## src/rtl/pfs_pkg.sv

```systemverilog
package pfs_pkg;
  localparam int DATA_W = 8;
  localparam int ADDR_W = 2;
  localparam int N_RAIL = 3;

  localparam logic [ADDR_W-1:0] A_CTRL = 2'd0;
  localparam logic [ADDR_W-1:0] A_STAT = 2'd1;
  localparam logic [ADDR_W-1:0] A_VSEL = 2'd2;

  // control register fields
  localparam int B_IEN  = 3;
  localparam int B_SEQ  = 4;
  localparam int B_POL  = 5;
  // status register fields
  localparam int B_TSD  = 4;
  localparam int B_UVLO = 5;

  typedef struct packed {
    logic              pol;
    logic              seq;
    logic              ien;
    logic [N_RAIL-1:0] rails;
  } ctrl_t;
endpackage

```

## src/rtl/pfs_restart_qual.sv

```systemverilog
module pfs_restart_qual #(
  parameter int QUIET_CYC = 2
) (
  input  logic clk,
  input  logic rst_n,
  input  logic fault,
  input  logic cancel,
  input  logic policy,
  output logic restart
);
  localparam int CW = $clog2(QUIET_CYC + 1);

  logic [CW-1:0] cnt_q, cnt_d;
  logic          armed_q, armed_d;

  assign restart = armed_q && policy && !fault && (cnt_q == CW'(QUIET_CYC));

  always_comb begin
    cnt_d   = cnt_q;
    armed_d = armed_q;
    if (fault) begin
      cnt_d   = '0;
      armed_d = 1'b1;
    end else if (cnt_q != CW'(QUIET_CYC)) begin
      cnt_d = cnt_q + CW'(1);
    end
    if (restart) armed_d = 1'b0;
    if (cancel)  armed_d = 1'b0;
  end

  always_ff @(posedge clk or negedge rst_n) begin
    if (!rst_n) begin
      cnt_q   <= '0;
      armed_q <= 1'b0;
    end else begin
      cnt_q   <= cnt_d;
      armed_q <= armed_d;
    end
  end

  // a restart only happens after the full quiet window
  p_quiet_window_r3: assert property (@(posedge clk) disable iff (!rst_n)
    restart |-> !$past(fault));
endmodule

```

## src/rtl/pfs_fault_flags.sv

```systemverilog
module pfs_fault_flags (
  input  logic clk,
  input  logic rst_n,
  input  logic tsd,
  input  logic uvlo,
  input  logic clr_tsd,
  input  logic clr_uvlo,
  output logic tsd_flag,
  output logic uvlo_flag
);
  logic tsd_d, uvlo_d;

  always_comb begin
    tsd_d  = tsd  | (tsd_flag  & ~clr_tsd);
    uvlo_d = uvlo | (uvlo_flag & ~clr_uvlo);
  end

  always_ff @(posedge clk or negedge rst_n) begin
    if (!rst_n) begin
      tsd_flag  <= 1'b0;
      uvlo_flag <= 1'b0;
    end else begin
      tsd_flag  <= tsd_d;
      uvlo_flag <= uvlo_d;
    end
  end

  p_flag_set_r1: assert property (@(posedge clk) disable iff (!rst_n)
    (tsd || uvlo) |=> (tsd_flag || uvlo_flag));
  p_flag_sticky_r7: assert property (@(posedge clk) disable iff (!rst_n)
    (tsd_flag && !clr_tsd) |=> tsd_flag);
  p_clear_active_r8: assert property (@(posedge clk) disable iff (!rst_n)
    (uvlo && clr_uvlo) |=> uvlo_flag);
endmodule

```

## src/rtl/pfs_ctrl_regs.sv

```systemverilog
module pfs_ctrl_regs
  import pfs_pkg::*;
#(
  parameter logic [DATA_W-1:0] VSEL_DEF = 8'h40
) (
  input  logic              clk,
  input  logic              rst_n,
  input  logic              fault,
  input  logic              pin,
  input  logic              restart,
  input  logic              wr_ctrl,
  input  logic              wr_vsel,
  input  logic [DATA_W-1:0] wdata,
  output ctrl_t             ctrl,
  output logic [DATA_W-1:0] vsel,
  output logic              cancel
);
  ctrl_t             ctrl_d;
  logic [DATA_W-1:0] vsel_d;
  logic              pin_q;
  logic              pin_fall, pin_rise;

  assign pin_fall = pin_q & ~pin;
  assign pin_rise = ~pin_q & pin;
  assign cancel   = pin_fall | (wr_ctrl && (wdata[N_RAIL-1:0] == '0));

  always_comb begin
    ctrl_d = ctrl;
    vsel_d = vsel;
    if (wr_ctrl) begin
      ctrl_d.ien = wdata[B_IEN];
      ctrl_d.seq = wdata[B_SEQ];
      ctrl_d.pol = wdata[B_POL];
      if (!fault) ctrl_d.rails = wdata[N_RAIL-1:0];
    end
    if (wr_vsel && !fault) vsel_d = wdata;
    if (pin_rise && !fault) ctrl_d.rails = '1;
    if (restart)            ctrl_d.rails = '1;
    if (pin_fall)           ctrl_d.rails = '0;
    if (fault) begin
      ctrl_d.rails = '0;
      ctrl_d.seq   = 1'b0;
      vsel_d       = VSEL_DEF;
    end
  end

  always_ff @(posedge clk or negedge rst_n) begin
    if (!rst_n) begin
      ctrl  <= '{pol: 1'b1, seq: 1'b0, ien: 1'b0, rails: '0};
      vsel  <= VSEL_DEF;
      pin_q <= 1'b0;
    end else begin
      ctrl  <= ctrl_d;
      vsel  <= vsel_d;
      pin_q <= pin;
    end
  end

  p_fault_clears_r1: assert property (@(posedge clk) disable iff (!rst_n)
    fault |=> (ctrl.rails == '0));
  p_fault_reload_r2: assert property (@(posedge clk) disable iff (!rst_n)
    fault |=> (vsel == VSEL_DEF && !ctrl.seq));
  p_policy_kept_r2: assert property (@(posedge clk) disable iff (!rst_n)
    (fault && !wr_ctrl) |=> (ctrl.pol == $past(ctrl.pol)));
  p_pin_fall_r5: assert property (@(posedge clk) disable iff (!rst_n)
    pin_fall |=> (ctrl.rails == '0));
endmodule

```

## src/rtl/pwr_fault_supervisor.sv

```systemverilog
module pwr_fault_supervisor
  import pfs_pkg::*;
#(
  parameter logic [DATA_W-1:0] VSEL_DEF  = 8'h40,
  parameter int                QUIET_CYC = 2
) (
  input  logic              clk,
  input  logic              rst_n,
  input  logic              tsd_i,
  input  logic              uvlo_i,
  input  logic              en_pin_i,
  input  logic [N_RAIL-1:0] pg_i,
  input  logic [ADDR_W-1:0] bus_addr_i,
  input  logic [DATA_W-1:0] bus_wdata_i,
  input  logic              bus_we_i,
  output logic [DATA_W-1:0] bus_rdata_o,
  output logic [N_RAIL-1:0] rail_en_o,
  output logic              irq_n_o
);
  ctrl_t             ctrl;
  logic [DATA_W-1:0] vsel;
  logic              fault, restart, cancel;
  logic              tsd_flag, uvlo_flag;
  logic              wr_ctrl, wr_vsel, wr_stat;

  assign fault   = tsd_i | uvlo_i;
  assign wr_ctrl = bus_we_i && (bus_addr_i == A_CTRL);
  assign wr_stat = bus_we_i && (bus_addr_i == A_STAT);
  assign wr_vsel = bus_we_i && (bus_addr_i == A_VSEL);

  pfs_ctrl_regs #(.VSEL_DEF(VSEL_DEF)) u_regs (
    .clk(clk), .rst_n(rst_n), .fault(fault), .pin(en_pin_i),
    .restart(restart), .wr_ctrl(wr_ctrl), .wr_vsel(wr_vsel),
    .wdata(bus_wdata_i), .ctrl(ctrl), .vsel(vsel), .cancel(cancel));

  pfs_restart_qual #(.QUIET_CYC(QUIET_CYC)) u_qual (
    .clk(clk), .rst_n(rst_n), .fault(fault), .cancel(cancel),
    .policy(ctrl.pol), .restart(restart));

  pfs_fault_flags u_flags (
    .clk(clk), .rst_n(rst_n), .tsd(tsd_i), .uvlo(uvlo_i),
    .clr_tsd(wr_stat && bus_wdata_i[B_TSD]),
    .clr_uvlo(wr_stat && bus_wdata_i[B_UVLO]),
    .tsd_flag(tsd_flag), .uvlo_flag(uvlo_flag));

  // rails drop in the cycle the fault appears, ahead of the register
  assign rail_en_o = ctrl.rails & {N_RAIL{~fault}};
  assign irq_n_o   = ~(ctrl.ien & (tsd_flag | uvlo_flag));

  always_comb begin
    bus_rdata_o = '0;
    unique case (bus_addr_i)
      A_CTRL: bus_rdata_o = DATA_W'(ctrl);
      A_STAT: begin
        bus_rdata_o[N_RAIL-1:0] = pg_i;
        bus_rdata_o[B_TSD]      = tsd_flag;
        bus_rdata_o[B_UVLO]     = uvlo_flag;
      end
      A_VSEL: bus_rdata_o = vsel;
      default: bus_rdata_o = '0;
    endcase
  end

  p_irq_quiet_r9: assert property (@(posedge clk) disable iff (!rst_n)
    !ctrl.ien |-> irq_n_o);
  p_rails_off_r1: assert property (@(posedge clk) disable iff (!rst_n)
    $past(fault) && fault |-> (rail_en_o == '0));
endmodule

```

## config.mk

```make
export PLATFORM = sky130hd
export DESIGN_NAME = pwr_fault_supervisor
export DESIGN_NICKNAME = d
export VERILOG_FILES = /design/src/rtl/pfs_pkg.sv /design/src/rtl/pfs_restart_qual.sv /design/src/rtl/pfs_fault_flags.sv /design/src/rtl/pfs_ctrl_regs.sv /design/src/rtl/pwr_fault_supervisor.sv
export SDC_FILE = /design/constraint.sdc
export NUM_CORES = 1
export LEC_CHECK = 0
export ABC_CLOCK_PERIOD_IN_PS = 1700
export CORE_ASPECT_RATIO = 0.75
export CORE_MARGIN = 2
export CORE_UTILIZATION = 45
export CTS_CLUSTER_DIAMETER = 100
export DETAILED_ROUTE_END_ITERATION = 10
export PLACE_DENSITY = 0.78
export SLEW_MARGIN = 20
export SYNTH_ARGS = -nofsm -noshare
export SYNTH_HDL_FRONTEND = slang
export SYNTH_SLANG_ARGS = --single-unit
```

## constraint.sdc

```tcl
create_clock -name clk -period 1.7 [get_ports clk]
set_clock_uncertainty 0.2 [all_clocks]
set_input_delay 0.34 -clock clk [delete_from_list [all_inputs] [get_ports clk]]
set_output_delay 0.34 -clock clk [all_outputs]
set_load 0.01 [all_outputs]
```

==> metrics.cfg, run 1 <==
[run_status]
status = finished, violations left
violations = design-rule violations, negative setup slack

[routing]
wirelength_um = 2680
drtAntennaViolNets = 0
routedWlPerCell_um = 15.7
met3_length_um = 220
dr.first_iter.drc_count = 38
num_vias = 946
vias_per_cell = 5.53
drc = 4
dr.pass1.iters = 7
wl_met1_um = 1060
dr.max_layer_used = met4
dr_wl_met2_um = 1350

[synthesis]
ys_ff_latch = 20
ys_warn_count = 0
netlist_area_um2 = 1020
synth-adder-area-share = 0.0123
avgSynthCellArea_um2 = 10.5
synth.area.top_cells = dfrtp_1 (44%), mux2i_1 (18%), dfstp_2 (5.2%), nor2_1 (4.8%), o21ai_0 (3.4%)
ys_types = 24
syn_inst = 97
synth_compound_area_frac = 0.0958
synth_top_family_by_area = multiplexers
yosys.area_share.simple = 0.165
yosysTopAreaCell = dfrtp_1
synth.area.mux_share = 0.199
seq_area_frac_synth = 0.494
synth-xor-area-share = 0.00860
synth_top_area_share = 0.442
synth_fp_nets = 117

[floorplanning]
start_util = 0.493
ios = 31
die-area_um2 = 2660
die_y_um = 45.2
die_w_um = 58.9
core_um2 = 2070
rows = 14

[sta]
worst_pin_slew_ns = 0.336
grt_setup_unrepaired = yes
setup_viol = 1
slew_headroom = 0.774
final_hold_viol_count = 0
worst_slack_ns = -0.0771
timing.final.crit_share = 1.05
finalCriticalPeriod_ns = 1.78
drv_slew = 0
max_freq_ghz = 0.563

[critical_path]
worst-setup-path-type = reg -> out
cp_slowest_cell = dfstp_2
r2r_start = u_qual.cnt_q[0]
ff2ff_setup_slack_ns = 0.26
worstReg2RegEnd = u_regs.ctrl[2]
slowest_delay_ns = 0.55
worst-path-buf-inv = 1
reg2reg_depth = 4
crit_path_max_fanout = 2
cp_top_family = flip-flops
crit_path_end_kind = output pin
worstPathRequired_ns = 1.16
cp.depth = 3
start_kind = register
cp.arrival_ns = 1.24
cp-startpoint = u_regs.ctrl[5]
cp_cell_sequence = mux2i_1, o21ai_1, buf_2

[place]
io_buffer_count = 30
place_congestion = 0.806
dpl.hpwl_um = 2150
place_area_um2 = 1460

[cts]
cts_buffers = 3
cts_buffer_depth = 2
clkTransAtPathRegs_ns = 0.11
clkSinkCount = 20
root_buffer = clkbuf_4
cts_tree = yes
h-tree-depth = 1
insertion_delay_ns = 0.30

[final_layout]
fin_util = 0.705
mostFrequentLayoutCells = mux2i_1 (18), buf_4 (18), dfrtp_1 (18)
diodes = 0
num-nets-final = 169
drive_gt1_frac = 0.306
areaGrowthSynthToFinish_pct = 43.1
finalInstanceArea_um2 = 1460

[power]
power.leakage_nw = 0.747
powerDensity_nw_per_um2 = 658
max-vdd-ir-drop_uv = 563

[grt]
grt_pass1_wl_um = 4600
overflow = 0
grt_util_all_layers = 0.245
grt_max_degree = 21
grt_pass1_vias = 1000
antenna_found_initial = 0

[hold_path]
min_path_type = in -> async

[run]
maxCapViolations = 0

==> cell type report <==
| cell class | instances | area (µm²) |
|---|---|---|
| fill | 156 | 609 |
| sequential | 20 | 503 |
| multi-input combinational | 71 | 499 |
| timing repair buffer | 51 | 395 |
| tap | 24 | 30.0 |
| clock buffer | 3 | 22.5 |
| inverter | 2 | 7.51 |
==> flip-flops by register name, summed over array words and instances, names as in the netlist <==
signal,count
u_qual.armed_q,1
u_qual.cnt_q,2
u_regs.pin_q,1
u_flags.uvlo_flag,1
u_flags.tsd_flag,1
u_regs.ctrl,6
u_regs.vsel,8
==> worst register-to-register path, delay by kind of cell (launching register included) <==
kind,cells,cell delay [ns]
buffers and inverters,1,0.05
adder cells (fa/ha/maj),1,0.26
AO/OA/AOI/OAI,2,0.42
flip-flops,1,0.38
==> synthesized netlist by cell type <==
library cell	number
a21boi_0	1
a21o_1	2
a21oi_1	5
a32oi_1	1
and2_1	3
and3b_1	3
buf_2	3
clkbuf_1	1
dfrtp_1	18
dfstp_2	2
ha_1	1
inv_1	2
mux2_2	2
mux2i_1	18
nand2_1	8
nand3b_1	1
nor2_1	13
nor2b_1	1
nor3_1	1
nor3b_4	1
o21ai_0	7
o22ai_1	1
or2_2	1
xor2_1	1
==> where the power goes <==
part / internal, W / leakage, nW / total [W] / switching [W]
combinational: 0.000119 / 0.481 / 0.000220 / 0.000101
sequential: 0.000501 / 0.253 / 0.000515 / 0.0000140
clock: 0.0000829 / 0.0138 / 0.000224 / 0.000142
==> kinds of logic after synthesis <==
| kind of cell | Yosys count |
|---|---|
| XOR/XNOR | 1 |
| AO/OA/AOI/OAI | 17 |
| buffers and inverters | 6 |
| adder cells (fa/ha/maj) | 1 |
| multiplexers | 20 |
| AND/OR/NAND/NOR | 32 |
| flip-flops | 20 |
==> through the flow <==
stage                     TNS [ns]  setup WS (ns)  std cells  hold slack (ns)  power [W]
after detailed placement    -13.12         -0.713        164            0.315   0.000754
final                      -0.0771        -0.0771        171            0.165   0.000959
after global placement      -12.09         -0.688        164            0.291   0.000743
after floorplan                  0          0.205         97           -0.156   0.000608
after global routing        -0.175         -0.162        171            0.166    0.00101
after CTS                  -0.0884        -0.0827        169            0.180   0.000961
==> routing by layer <==
metal	track usage	up-vias
li1	-	437
met1	0.277	472
met2	0.447	33
met3	0.0630	4
met4	0.0955	0
met5	0	-
==> worst max path at each step <==
stage,endpoint,slack (ns)
after floorplan,bus_rdata_o[0],0.21
after global placement,bus_rdata_o[1],-0.69
after detailed placement,bus_rdata_o[0],-0.71
after CTS,bus_rdata_o[5],-0.08
after global routing,bus_rdata_o[5],-0.16
final,bus_rdata_o[5],-0.08
==> what timing repair did <==
| action | in CTS | in global routing |
|---|---|---|
| hold buffers | 0 | 0 |
| gates cloned | 1 | 0 |
| buffers inserted | 1 | 2 |
| pin swaps | 1 | 3 |
| gates resized for setup | 56 | 8 |
| hold endpoints to repair | 0 | 0 |
| setup endpoints to repair | 26 | 12 |
No activity file was read; power rests on OpenSTA's default activity.
==> run 2: changes to the inputs <==
--- a/config.mk
+++ b/config.mk
@@ -11,8 +11,8 @@
 export CORE_UTILIZATION = 45
 export CTS_CLUSTER_DIAMETER = 100
 export DETAILED_ROUTE_END_ITERATION = 10
-export PLACE_DENSITY = 0.78
-export SLEW_MARGIN = 20
+export PLACE_DENSITY = 0.77
+export SLEW_MARGIN = 10
 export SYNTH_ARGS = -nofsm -noshare
 export SYNTH_HDL_FRONTEND = slang
 export SYNTH_SLANG_ARGS = --single-unit
==> run 2 against run 1 <==
Net effect: the run still ends with design-rule violations, negative setup slack left; first-iteration DRC count is 42% lower; clock-buffer cell count is the same; combinational power increased by 5%; routed wire length fell by 4.3%; fmax is 1.3% higher; sequential power barely moved; flip-flop and latch count unchanged; largest cell class is now multi-input combinational cells.
==> metrics.cfg, run 2 (synthesis gave the netlist of run 1 again) <==
[run_status]
status = finished, violations left
violations = design-rule violations, negative setup slack

[sta]
grt_setup_unrepaired = yes
setup_viol = 1  ; unchanged
worst_slack_ns = -0.0537  ; +0.0234 ns
slew_headroom = 0.769  ; -0.00472
finalCriticalPeriod_ns = 1.75  ; -0.0234 ns
whs_ns = 0.164  ; -0.000631 ns
setup_tns_ns = -0.0537  ; +0.0234 ns
drv_slew = 0  ; unchanged
timing.final.crit_share = 1.03  ; -0.0138
final_hold_viol_count = 0  ; unchanged
worst_pin_slew_ns = 0.343  ; +0.00701 ns
max_freq_ghz = 0.570  ; +1.3%

[floorplanning]
start_util = 0.493  ; unchanged
die_w_um = 58.9  ; unchanged
die_y_um = 45.2  ; unchanged
die-area_um2 = 2660  ; unchanged
ios = 31  ; unchanged
core_um2 = 2070  ; unchanged
rows = 14  ; unchanged

[grt]
grt_pass1_wl_um = 4210  ; -8.4%
overflow = 0  ; unchanged
antenna_found_initial = 0  ; unchanged
grt_util_all_layers = 0.215  ; -0.0298
grt_max_degree = 21  ; unchanged
grt_pass1_vias = 906  ; -9.4%

[routing]
wirelength_um = 2570  ; -4.3%
dr_wl_met2_um = 1170  ; -13%
met3_length_um = 199  ; -9.5%
wl_met1_um = 1190  ; +12%
dr.max_layer_used = met4
vias_per_cell = 5.28  ; -4.5%
drc = 5  ; +1
dr.first_iter.drc_count = 22  ; -42%
dr.pass1.iters = 7  ; unchanged
routedWlPerCell_um = 15.1  ; -3.7%
num_vias = 898  ; -5.1%
drtAntennaViolNets = 0  ; unchanged

[critical_path]
worst-setup-path-type = reg -> out
crit_path_max_fanout = 2  ; unchanged
ff2ff_setup_slack_ns = 0.28  ; +0.02 ns
cp.arrival_ns = 1.21  ; -0.03 ns
reg2reg_depth = 4  ; unchanged
start_kind = register
worstPathRequired_ns = 1.16  ; about the same
crit_path_end_kind = output pin

[cts]
h-tree-depth = 1  ; unchanged
clkSinkCount = 20  ; unchanged
cts_tree = yes
clkTransAtPathRegs_ns = 0.12  ; about the same
root_buffer = clkbuf_4
cts_hold_buf = 0  ; unchanged
cts_buffers = 3  ; unchanged
insertion_delay_ns = 0.31  ; about the same
cts_buffer_depth = 2  ; unchanged

[place]
place_congestion = 0.831  ; +3.1%
pre_cts_ws_ns = -0.683  ; +0.0302 ns
dp_cells = 162  ; -1.2%
io_buffer_count = 30  ; unchanged
dpl.hpwl_um = 1870  ; -13%
place_area_um2 = 1460  ; -0.17%

[final_layout]
drive_gt1_frac = 0.308  ; +0.00210
largest_reg_flops = 8  ; unchanged
regMostFlops = u_regs.vsel
diodes = 0  ; unchanged
finalInstanceArea_um2 = 1500  ; +2.8%
num-nets-final = 167  ; -1.2%
areaGrowthSynthToFinish_pct = 47.2
instances_no_fill = 170  ; -0.58%
mostFrequentLayoutCells = mux2i_1 (18), dfrtp_1 (18), buf_4 (15)
largestRegisters = u_regs.vsel x8, u_regs.ctrl x6, u_qual.cnt_q x2

[run]
maxCapViolations = 0  ; unchanged

[power]
power.leakage_nw = 0.759  ; +1.6%
max-vdd-ir-drop_uv = 811  ; +44%
powerDensity_nw_per_um2 = 756  ; +15%

[hold_path]
min_path_type = in -> async

[run 2: layout make-up]
cell class                      instances  area, µm²
Clock buffer                            3       22.5
Clock inverter                          1       30.0
Fill cell                             175        568
Inverter                                2       7.51
Multi-Input combinational cell         71        504
Sequential cell                        20        503
Tap cell                               24       30.0
Timing Repair Buffer                   49        402
[run 2: worst max-delay path, stage by stage (launching register included)]
cell	delay (ns)
dfstp_2	0.55
mux2i_1	0.07
o21ai_1	0.14
buf_2	0.15
[run 2: worst paths after layout]
path                                   start           endpoint
min in group clk                      uvlo_i  u_flags.uvlo_flag
hold reg to reg            u_flags.uvlo_flag  u_flags.uvlo_flag
max in group asynchronous              rst_n     u_regs.ctrl[5]
setup / recovery              u_regs.ctrl[5]     bus_rdata_o[5]
hold / removal                         rst_n     u_regs.ctrl[2]
setup reg to reg             u_qual.cnt_q[0]     u_regs.ctrl[0]
[run 2: routing by layer]
layer / vias up / global-route usage
li1: 437 / -
met1: 430 / 0.284
met2: 29 / 0.358
met3: 2 / 0.0602
met4: 0 / 0.0455
met5: - / 0
[run 2: what timing repair did]
| action | CTS | global route |
|---|---|---|
| resized for setup | 55 | 12 |
| setup buffers | 2 | 2 |
| pin swaps | 1 | 2 |
| endpoints found under the setup margin | 17 | 10 |
[run 2: metrics by stage]
step,util,total power [W]
after floorplan,-,0.000608
after global placement,0.704,0.000743
after detailed placement,0.704,0.000749
after CTS,0.721,0.00113
after global routing,0.725,0.00118
final,0.725,0.00113
[run 2: power breakdown]
| part | switching (W) | internal (W) | total, W |
|---|---|---|---|
| Sequential | 0.0000127 | 0.000501 | 0.000513 |
| Combinational | 0.000104 | 0.000126 | 0.000230 |
| Clock | 0.000151 | 0.000238 | 0.000390 |
